## src/rtl/hz_pkg.sv

```systemverilog
package hz_pkg;
    localparam int REG_AW = 5;

    typedef enum logic [1:0] {
        FWD_RF    = 2'd0,
        FWD_EXMEM = 2'd1,
        FWD_MEMWB = 2'd2
    } fwd_sel_e;

    typedef struct packed {
        logic pc_hold;
        logic ifid_hold;
        logic ifid_flush;
        logic idex_bubble;
        logic redirect;
    } pipe_ctrl_t;
endpackage

```

## src/rtl/hz_fwd_pick.sv

```systemverilog
module hz_fwd_pick
    import hz_pkg::*;
#(
    parameter int AW = REG_AW
) (
    input  logic [AW-1:0] src,
    input  logic          use_src,
    input  logic [AW-1:0] mem_rd,
    input  logic          mem_alu_wr,
    input  logic [AW-1:0] wb_rd,
    input  logic          wb_wr,
    output fwd_sel_e      sel
);
    logic live;
    logic hit_mem;
    logic hit_wb;

    always_comb begin
        live    = use_src && (src != '0);
        hit_mem = live && mem_alu_wr && (mem_rd == src);
        hit_wb  = live && wb_wr && (wb_rd == src);
        if (hit_mem)
            sel = FWD_EXMEM;
        else if (hit_wb)
            sel = FWD_MEMWB;
        else
            sel = FWD_RF;
    end
endmodule

```

## src/rtl/hz_stall_detect.sv

```systemverilog
module hz_stall_detect #(
    parameter int AW = 5
) (
    input  logic [AW-1:0] id_rs1,
    input  logic [AW-1:0] id_rs2,
    input  logic          id_use_a,
    input  logic          id_use_b,
    input  logic          id_is_branch,
    input  logic [AW-1:0] ex_rd,
    input  logic          ex_reg_wr,
    input  logic          ex_is_load,
    input  logic [AW-1:0] mem_rd,
    input  logic          mem_reg_wr,
    input  logic          mem_is_load,
    output logic          load_use,
    output logic          br_stall
);
    logic ex_live;
    logic mem_ld_live;
    logic hit_ex_a;
    logic hit_ex_b;
    logic hit_mem_a;
    logic hit_mem_b;

    always_comb begin
        ex_live     = ex_reg_wr && (ex_rd != '0);
        mem_ld_live = mem_reg_wr && mem_is_load && (mem_rd != '0);
        hit_ex_a    = ex_live && (ex_rd == id_rs1);
        hit_ex_b    = ex_live && (ex_rd == id_rs2);
        hit_mem_a   = mem_ld_live && (mem_rd == id_rs1);
        hit_mem_b   = mem_ld_live && (mem_rd == id_rs2);
        load_use    = ex_is_load && ((id_use_a && hit_ex_a) || (id_use_b && hit_ex_b));
        br_stall    = id_is_branch && (hit_ex_a || hit_ex_b || hit_mem_a || hit_mem_b);
    end
endmodule

```

## src/rtl/hazard_fwd_unit.sv

```systemverilog
module hazard_fwd_unit
    import hz_pkg::*;
#(
    parameter int AW = REG_AW
) (
    input  logic          unified_cache,
    input  logic [AW-1:0] id_rs1,
    input  logic [AW-1:0] id_rs2,
    input  logic          id_use_a,
    input  logic          id_use_b,
    input  logic          id_is_branch,
    input  logic          id_br_taken,
    input  logic [AW-1:0] ex_rs1,
    input  logic [AW-1:0] ex_rs2,
    input  logic          ex_use_a,
    input  logic          ex_use_b,
    input  logic [AW-1:0] ex_rd,
    input  logic          ex_reg_wr,
    input  logic          ex_is_load,
    input  logic [AW-1:0] mem_rs2,
    input  logic          mem_is_store,
    input  logic [AW-1:0] mem_rd,
    input  logic          mem_reg_wr,
    input  logic          mem_is_load,
    input  logic [AW-1:0] wb_rd,
    input  logic          wb_reg_wr,
    output logic [1:0]    fwd_ex_a,
    output logic [1:0]    fwd_ex_b,
    output logic [1:0]    fwd_br_a,
    output logic [1:0]    fwd_br_b,
    output logic          fwd_st_data,
    output logic          pc_hold,
    output logic          ifid_hold,
    output logic          ifid_flush,
    output logic          idex_bubble,
    output logic          redirect
);
    // Slots 0,1: execute operands; slots 2,3: decode branch comparator.
    localparam int NUM_SRC = 4;
    localparam int FIRST_BR = 2;

    logic [AW-1:0] src_v   [NUM_SRC];
    logic          use_v   [NUM_SRC];
    fwd_sel_e      sel_v   [NUM_SRC];
    logic          mem_alu_wr;
    logic          load_use;
    logic          br_stall;
    pipe_ctrl_t    ctrl_d;

    assign mem_alu_wr = mem_reg_wr && !mem_is_load;

    assign src_v[0] = ex_rs1;
    assign src_v[1] = ex_rs2;
    assign src_v[2] = id_rs1;
    assign src_v[3] = id_rs2;
    assign use_v[0] = ex_use_a;
    assign use_v[1] = ex_use_b;
    assign use_v[2] = id_is_branch;
    assign use_v[3] = id_is_branch;

    for (genvar g = 0; g < NUM_SRC; g++) begin : g_pick
        // Decode reads the register file after write-back has written it,
        // so the comparator slots never take the MEM/WB path.
        hz_fwd_pick #(.AW(AW)) u_pick (
            .src        (src_v[g]),
            .use_src    (use_v[g]),
            .mem_rd     (mem_rd),
            .mem_alu_wr (mem_alu_wr),
            .wb_rd      (wb_rd),
            .wb_wr      ((g < FIRST_BR) ? wb_reg_wr : 1'b0),
            .sel        (sel_v[g])
        );
    end

    hz_stall_detect #(.AW(AW)) u_stall (
        .id_rs1       (id_rs1),
        .id_rs2       (id_rs2),
        .id_use_a     (id_use_a),
        .id_use_b     (id_use_b),
        .id_is_branch (id_is_branch),
        .ex_rd        (ex_rd),
        .ex_reg_wr    (ex_reg_wr),
        .ex_is_load   (ex_is_load),
        .mem_rd       (mem_rd),
        .mem_reg_wr   (mem_reg_wr),
        .mem_is_load  (mem_is_load),
        .load_use     (load_use),
        .br_stall     (br_stall)
    );

    always_comb begin
        logic data_stall;
        logic port_busy;
        data_stall         = load_use || br_stall;
        port_busy          = unified_cache && (mem_is_load || mem_is_store);
        ctrl_d.redirect    = id_is_branch && id_br_taken && !data_stall;
        ctrl_d.ifid_hold   = data_stall;
        ctrl_d.idex_bubble = data_stall;
        ctrl_d.pc_hold     = data_stall || (port_busy && !ctrl_d.redirect);
        ctrl_d.ifid_flush  = !data_stall && (ctrl_d.redirect || port_busy);
    end

    assign fwd_ex_a    = sel_v[0];
    assign fwd_ex_b    = sel_v[1];
    assign fwd_br_a    = sel_v[2];
    assign fwd_br_b    = sel_v[3];
    assign fwd_st_data = mem_is_store && wb_reg_wr && (mem_rs2 != '0) && (wb_rd == mem_rs2);
    assign pc_hold     = ctrl_d.pc_hold;
    assign ifid_hold   = ctrl_d.ifid_hold;
    assign ifid_flush  = ctrl_d.ifid_flush;
    assign idex_bubble = ctrl_d.idex_bubble;
    assign redirect    = ctrl_d.redirect;
endmodule

```

## config.mk

```make
export PLATFORM = sky130hd
export DESIGN_NAME = hazard_fwd_unit
export DESIGN_NICKNAME = d
export VERILOG_FILES = /design/src/rtl/hz_pkg.sv /design/src/rtl/hz_fwd_pick.sv /design/src/rtl/hz_stall_detect.sv /design/src/rtl/hazard_fwd_unit.sv
export SDC_FILE = /design/constraint.sdc
export NUM_CORES = 1
export LEC_CHECK = 0
export BUFFER_PORTS_ARGS = -buffer_cell sky130_fd_sc_hd__buf_2
export CORE_MARGIN = 1.5
export CORE_UTILIZATION = 41
export DETAILED_ROUTE_END_ITERATION = 12
export PLACE_DENSITY_LB_ADDON = 0.15
export SLEW_MARGIN = 15
export SYNTH_ARGS = -nofsm -noshare
export SYNTH_HDL_FRONTEND = slang
export SYNTH_SLANG_ARGS = --single-unit
```

## constraint.sdc

```tcl
create_clock -name vclk -period 1.8
set_input_delay 0.18 -clock vclk [all_inputs]
set_output_delay 0.18 -clock vclk [all_outputs]
set_load 0.01 [all_outputs]
```

==> results of run 1 <==
==> final timing paths <==
path	end	slack (ns)	cells past startpoint
max	ifid_flush	0.02	7
min	fwd_st_data	0.71	4
==> cell families (layout without fill, tap and decap cells) <==
family                    Yosys count  in the layout  synth area share (%)
buffers and inverters              16             70                  12.0
other                               1              2                 0.468
AOI/OAI and AO/OA                  12             12                  11.2
xor gates and xnor gates           44             44                  48.0
and+or+nand+nor                    40             40                  28.2
==> final cells by class <==
cell class | instances | area (um^2)
timing repair buffer | 66 | 358
fill | 182 | 637
inverter | 4 | 15.0
tap | 25 | 31.3
multi-input combinational | 98 | 742
==> routing by layer <==
metal	track usage, %	part of all wire (%)	vias up
li1	-	-	498
met1	29.0	39	434
met2	34.9	51	44
met3	0	7.4	4
met4	0.556	1.8	0
met5	0	0	-
==> where the power goes <==
part	switching, mW	leakage (nW)	internal, mW
Sequential	0	0	0
Clock	0	0	0
Combinational	0.127	0.541	0.124
Total	0.127	0.541	0.124
==> synthesized netlist by cell type <==
cell | instances | area [um^2]
or4_4 | 1 | 11.3
nor2_2 | 1 | 6.26
a21boi_2 | 1 | 11.3
buf_4 | 7 | 52.6
nand3_1 | 7 | 35.0
o22ai_2 | 1 | 12.5
conb_1 | 1 | 3.75
nand3b_1 | 1 | 7.51
o21ai_1 | 3 | 15.0
nand2b_1 | 1 | 6.26
nor3_1 | 9 | 45.0
nand2_1 | 2 | 7.51
nand4_1 | 2 | 12.5
clkbuf_1 | 2 | 7.51
o21ai_0 | 3 | 15.0
xnor2_1 | 18 | 158
or4_1 | 5 | 37.5
a211oi_2 | 1 | 12.5
o2111ai_1 | 1 | 8.76
inv_1 | 4 | 15.0
a22oi_1 | 1 | 7.51
buf_6 | 1 | 11.3
nor2_1 | 5 | 18.8
nor3b_1 | 1 | 7.51
buf_2 | 2 | 10.0
nor4_1 | 5 | 31.3
xor2_1 | 26 | 228
a211oi_1 | 1 | 7.51
==> key figures, run 1 <==
Setup path
  • Worst path cell trace: buf_8 > or4_4 > o21ai_4 > nor2_4 > o22ai_2 > a21boi_2 > buf_2
  • WS Path Type: in -> out
  • Buffers & Inverters on Critical Path: 2
  • Worst endpoint required time: 1.62 ns
  • Crit path max fanout: 3
  • Setup crit start: ex_rd[4]
  • Critical Path AT: 1.60 ns
  • Slowest stage delay, CP: 0.56 ns
  • Crit-path slowest cell: or4_4
  • Startpoint Class: input pin
  • Delay-heaviest family, CP: simple AND/OR/NAND/NOR gates
  • CP Capture Type: primary output

Place
  • Port bufs: 65
  • Cell area after placement: 1090 um^2
  • Post-placement cell count: 193
  • GP Congestion: 0.800
  • Dpl hpwl: 2040 um
  • Pre-CTS setup slack: 0.0239 ns

Timing
  • # setup viols final: 0
  • Fin. max-slew vios: 0
  • Fin crit period: 1.78 ns
  • Period utilisation layout: 98.8%
  • Setup TNS Final: 0 ns
  • RSZ-0062 raised after global routing: true
  • Setup WS post-layout: 0.0224 ns
  • Hold Vio Cnt, Final: 0
  • Achievable Freq: 0.563 GHz
  • Hold slack: 0.711 ns

Worst hold path
  • Critical hold path startpoint: mem_is_store
  • HP Class: in -> out

Power and ir drop
  • Leakage: 0.541 nW
  • Power Density: 220 nW/um^2
  • Peak VDD IR: 107 uV
  • Final Total Pwr: 0.252 mW

Detailed routing
  • Post-route ant nets: 0
  • WL final: 2440 um
  • Drt first pass iters: 4
  • Detailed Route Iter0 Violations: 7
  • Vias: 980
  • Routed WL per cell: 12.6 um
  • Vias per cell: 5.08
  • DRC Markers: 0

Synthesis
  • Sequential area share after synthesis: 0%
  • Synth Warn #: 0
  • Syn Area/Cell: 7.10 um^2
  • Synthesized area: 802 um^2
  • Synth Instances: 113
  • Library cells used by synthesis: 28

Finish
  • Final instance area: 1150 um^2
  • Util after Layout: 64.3%
  • Commonest non-fill, non-tap cell in the layout: buf_2
  • Synthesis-to-layout area growth: 42.9%
  • Fin cells: 193
  • Share of layout cells above drive strength 1: 45.2%
  • # diodes: 0
  • Clock buffer cells: 0
  • FFs & Latches: 0
  • Most frequent cells in the layout: 61 x buf_2, 26 x xor2_1, 18 x xnor2_1
  • Seq. cell area: 0 um^2
  • Final net count: 223

Floorplanning
  • IO Pins: 67
  • Die Wd: 47.2 um
  • Total die area: 2230 um^2
  • CORE AREA: 1780 um^2
  • Die height: 47.2 um
  • Row count: 15
  • Starting Density: 45.0%

Job
  • Max-Cap Viols: 0

Global routing
  • Vias in the first global route: 832
  • Largest net degree at the start of global routing: 6
  • Initial antenna violation count: 0
  • Total track usage: 20.0%
  • Grt total ovfl: 0
  • First-pass GRT wire length: 3370 um

CTS
  • Postcts setup bufs: 0
  • Post-cts resize count: 0
  • Post-cts hold buffer count: 0

Status
  • Outcome: complete, no violations
Power figures use the tool's default switching activity.
==> run 2, diff against run 1 <==
--- a/config.mk
+++ b/config.mk
@@ -10,7 +10,7 @@
 export CORE_UTILIZATION = 41
 export DETAILED_ROUTE_END_ITERATION = 12
 export PLACE_DENSITY_LB_ADDON = 0.15
-export SLEW_MARGIN = 15
+export SLEW_MARGIN = 20
 export SYNTH_ARGS = -nofsm -noshare
 export SYNTH_HDL_FRONTEND = slang
 export SYNTH_SLANG_ARGS = --single-unit
==> constraint.sdc (replaced) <==
create_clock -name vclk -period 1.8
set_input_delay 0.27 -clock vclk [all_inputs]
set_output_delay 0.27 -clock vclk [all_outputs]
set_load 0.01 [all_outputs]
==> run 2 against run 1 <==
Effect of this change:
- the run now ends with negative setup slack left
- utilization up 10 points
- fmax down 5.3%
- non-clock buffer count up 17
- largest cell class unchanged
- largest power group unchanged
==> key figures, run 2 (same netlist as run 1, synthesis figures left out) <==
Floorplanning
  • Total die area: 2230 um^2
  • IO Pins: 67
  • Row count: 15
  • CORE AREA: 1780 um^2
  • Die Wd: 47.2 um
  • Die height: 47.2 um
  • Starting Density: 45.0%

Detailed routing
  • Vias per cell: 4.95
  • DRC Markers: 0
  • WL final: 2450 um
  • Vias: 1040
  • Routed WL per cell: 11.7 um
  • Post-route ant nets: 0
  • Detailed Route Iter0 Violations: 23
  • Drt first pass iters: 4

Setup path
  • Crit path max fanout: 3
  • Worst endpoint required time: 1.53 ns
  • Critical Path AT: 1.61 ns
  • WS Path Type: in -> out
  • CP Capture Type: primary output
  • Startpoint Class: input pin

Timing
  • Period utilisation layout: 104%
  • Hold slack: 0.873 ns
  • Hold Vio Cnt, Final: 0
  • Fin crit period: 1.88 ns
  • Fin. max-slew vios: 0
  • # setup viols final: 2
  • Setup WS post-layout: -0.0769 ns
  • Setup TNS Final: -0.102 ns
  • Achievable Freq: 0.533 GHz
  • RSZ-0062 raised after global routing: true

Place
  • Dpl hpwl: 2100 um
  • Cell area after placement: 1210 um^2
  • Post-placement cell count: 209
  • Port bufs: 65
  • Pre-CTS setup slack: -0.176 ns
  • GP Congestion: 0.780

Global routing
  • Grt total ovfl: 0
  • Total track usage: 20.6%
  • Busiest layer in global routing: met2
  • M3 GR Usage: 0%
  • Initial antenna violation count: 0
  • First-pass GRT wire length: 3470 um
  • Vias in the first global route: 844
  • Met1 usage: 30.8%
  • Largest net degree at the start of global routing: 5
  • GR Layer Usage met2: 34.9%

Finish
  • Util after Layout: 74.4%
  • Final instance area: 1330 um^2
  • Fillcell total: 143
  • Synthesis-to-layout area growth: 65.4%
  • FFs & Latches: 0
  • Clock buffer cells: 0
  • Most frequent cells in the layout: 56 x buf_2, 24 x xor2_1, 19 x buf_4
  • Final net count: 240
  • # diodes: 0
  • Share of layout cells above drive strength 1: 53.0%
  • Seq. cell area: 0 um^2
  • Fin cells: 210
  • Commonest non-fill, non-tap cell in the layout: buf_2

Power and ir drop
  • Power Density: 218 nW/um^2
  • Peak VDD IR: 120 uV
  • Leakage: 0.636 nW
  • Final Total Pwr: 0.290 mW

Worst hold path
  • HP Class: in -> out

Job
  • Max-Cap Viols: 0

Status
  • Failing checks: negative setup slack
  • Outcome: finished with violations

CTS
  • Post-cts hold buffer count: 0
run 2: cell type report:
class	instances	area, um^2	area share (%)
repair buffers	83	517	39.0
multi-input cells	98	763	57.5
well taps	25	31.3	2.36
inverters	4	15.0	1.13
run 2: critical path, stage by stage:
cell and delay (ns):
buf_8 0.09, or4_4 0.54, o21ai_4 0.16, nor2_2 0.06, o22ai_2 0.17, a21boi_2 0.17, buf_2 0.14
run 2: path summary, 6_finish.rpt:
check                          to  slack, ns      from  cells after the start
worst max-delay path   ifid_flush      -0.08  ex_rd[0]                      7
worst min-delay path  fwd_ex_b[1]       0.87  ex_use_b                      4
run 2: timing repair:
item	CTS	global route
endpoints found under the setup margin	4	5
buffers inserted	1	0
pin swaps	4	13
gates resized for setup	11	17
run 2: where the power goes:
part           switching, mW  internal (mW)  leakage [nW]  total [mW]
Clock                      0              0             0           0
Sequential                 0              0             0           0
Combinational          0.134          0.155         0.636       0.290
Total                  0.134          0.155         0.636       0.290
run 2: routing by layer:
layer,vias up,part of all wire [%]
met1,469,45
met5,-,0
met4,0,0
li1,532,-
met2,39,50
met3,0,5.1
==> run 3, diff against run 2 <==
--- a/config.mk
+++ b/config.mk
@@ -6,8 +6,10 @@
 export NUM_CORES = 1
 export LEC_CHECK = 0
 export BUFFER_PORTS_ARGS = -buffer_cell sky130_fd_sc_hd__buf_2
+export CELL_PAD_IN_SITES_DETAIL_PLACEMENT = 0
+export CELL_PAD_IN_SITES_GLOBAL_PLACEMENT = 1
 export CORE_MARGIN = 1.5
-export CORE_UTILIZATION = 41
+export CORE_UTILIZATION = 26
 export DETAILED_ROUTE_END_ITERATION = 12
 export PLACE_DENSITY_LB_ADDON = 0.15
 export SLEW_MARGIN = 20
==> run 3 against run 2 <==
Effect of this change:
- the run still ends with negative setup slack left
- final cell count grew 3.8%
- flip-flop and latch count is the same
- via count shrank 0.77%
- clock-buffer cell count is the same
- wire length grew 11%
- global-route usage shrank 4.5 points
- fmax shrank 1.7%
- critical path depth is the same
- highest routed layer unchanged
- die area grew 54%
- combinational power grew 5%
- hold slack gained 0.0013 ns
- first-iteration DRC count shrank 8.7%
==> key figures, run 3 (same netlist as run 1, synthesis figures left out) <==
Global routing
  • Total track usage: 16.1%
  • Grt total ovfl: 0
  • Largest net degree at the start of global routing: 5
  • First-pass GRT wire length: 4460 um
  • Vias in the first global route: 1035
  • Initial antenna violation count: 0

Finish
  • Share of layout cells above drive strength 1: 57.2%
  • Synthesis-to-layout area growth: 75.8%
  • Multi-input combinational cell area: 828 um^2
  • Fin cells: 218
  • Final net count: 242
  • Clock buffer cells: 0
  • Fillcell total: 292
  • FFs & Latches: 0
  • # diodes: 0
  • Final instance area: 1410 um^2
  • Commonest non-fill, non-tap cell in the layout: buf_2
  • Seq. cell area: 0 um^2
  • Most frequent cells in the layout: 56 x buf_2, 25 x xor2_1, 22 x buf_4

Power and ir drop
  • Final Total Pwr: 0.305 mW
  • Leakage: 0.660 nW
  • Power Density: 216 nW/um^2
  • Peak VDD IR: 92.9 uV

Place
  • Pre-CTS setup slack: -0.180 ns
  • GP Congestion: 0.873
  • Cell area after placement: 1210 um^2
  • Dpl hpwl: 2380 um
  • Post-placement cell count: 214
  • Port bufs: 65

Worst hold path
  • Critical hold path startpoint: ex_use_b
  • Worst Hold Path Cells: 4
  • HP Class: in -> out
  • Worst min-delay path endpoint: fwd_ex_b[1]

Detailed routing
  • Metal-1 WL: 1170 um
  • WL final: 2710 um
  • DRC Markers: 0
  • Routed WL per cell: 12.4 um
  • Vias per cell: 4.73
  • Routed length on met3: 126 um
  • WL met2: 1410 um
  • Detailed Route Iter0 Violations: 21
  • Post-route ant nets: 0
  • Max layer used: met3
  • Vias: 1032
  • Drt first pass iters: 4

Floorplanning
  • Die height: 58.5 um
  • IO Pins: 67
  • Starting Density: 28.1%
  • Die Wd: 58.5 um
  • CORE AREA: 2850 um^2
  • Total die area: 3430 um^2
  • Row count: 19

Setup path
  • Crit path max fanout: 3
  • Worst endpoint required time: 1.53 ns
  • WS Path Type: in -> out
  • Critical Path AT: 1.64 ns
  • Startpoint Class: input pin
  • CP Capture Type: primary output

Job
  • Max-Cap Viols: 0

Timing
  • Period utilisation layout: 106%
  • Hold slack: 0.874 ns
  • Fin. max-slew vios: 0
  • # setup viols final: 2
  • Fin crit period: 1.91 ns
  • Achievable Freq: 0.524 GHz
  • Setup WS post-layout: -0.109 ns
  • Hold Vio Cnt, Final: 0
  • RSZ-0062 raised after global routing: true

Status
  • Failing checks: negative setup slack
  • Outcome: finished with violations
-- run 3: cell count changes in the layout (fill, tap and decap cells not counted), sizes merged --
cell	previous run	this run
buf	83	85
-- run 3: how the worst max path moves through the flow --
stage | startpoint | end | slack, ns
finish | ex_rd[0] | ifid_flush | -0.11
global route | id_rs1[0] | ifid_flush | -0.16
CTS | ex_rd[0] | ifid_flush | -0.13
detailed placement | ex_rd[2] | ifid_flush | -0.18
global placement | ex_rd[2] | ifid_flush | -0.14
floorplan | mem_rd[3] | ifid_hold | 0.03
-- run 3: critical path: stages --
cell and delay (ns):
buf_8 0.10, or4_4 0.54, o21ai_4 0.16, nor2_2 0.06, o22ai_2 0.18, a21boi_2 0.18
buf_2 0.14
-- run 3: timing repair --
| item | 4_1_cts | 5_1_grt |
|---|---|---|
| pin swaps | 5 | 16 |
| resized for setup | 11 | 27 |
| setup endpoints to repair | 5 | 9 |
| endpoints found under the hold margin | 0 | 0 |
| hold buffers | 0 | 0 |
| setup buffers | 2 | 2 |
-- run 3: area by class of cell --
class / instances / area share [%]
inverter: 4 / 1.06
multi-input combinational: 98 / 58.7
tap: 31 / 2.75
timing repair buffer: 85 / 37.4
-- run 3: layer usage --
metal	track usage, %	vias up
met4	0	0
met5	0	-
met1	20.6	467
met3	0.220	0
met2	31.6	32
li1	-	533
-- run 3: power breakdown --
group / leakage (nW) / total, mW / internal, mW / switching, mW
combinational: 0.660 / 0.305 / 0.160 / 0.144
sequential: 0 / 0 / 0 / 0
clock: 0 / 0 / 0 / 0
total: 0.660 / 0.305 / 0.160 / 0.144
-- run 3: metrics by stage --
stage / utilization [%] / TNS (ns)
4_1_cts: 44.4 / -0.251
3_3_place_gp: 42.4 / -0.296
6_report: 49.4 / -0.142
2_1_floorplan: - / 0
3_5_place_dp: 42.4 / -0.445
5_1_grt: 49.4 / -0.401
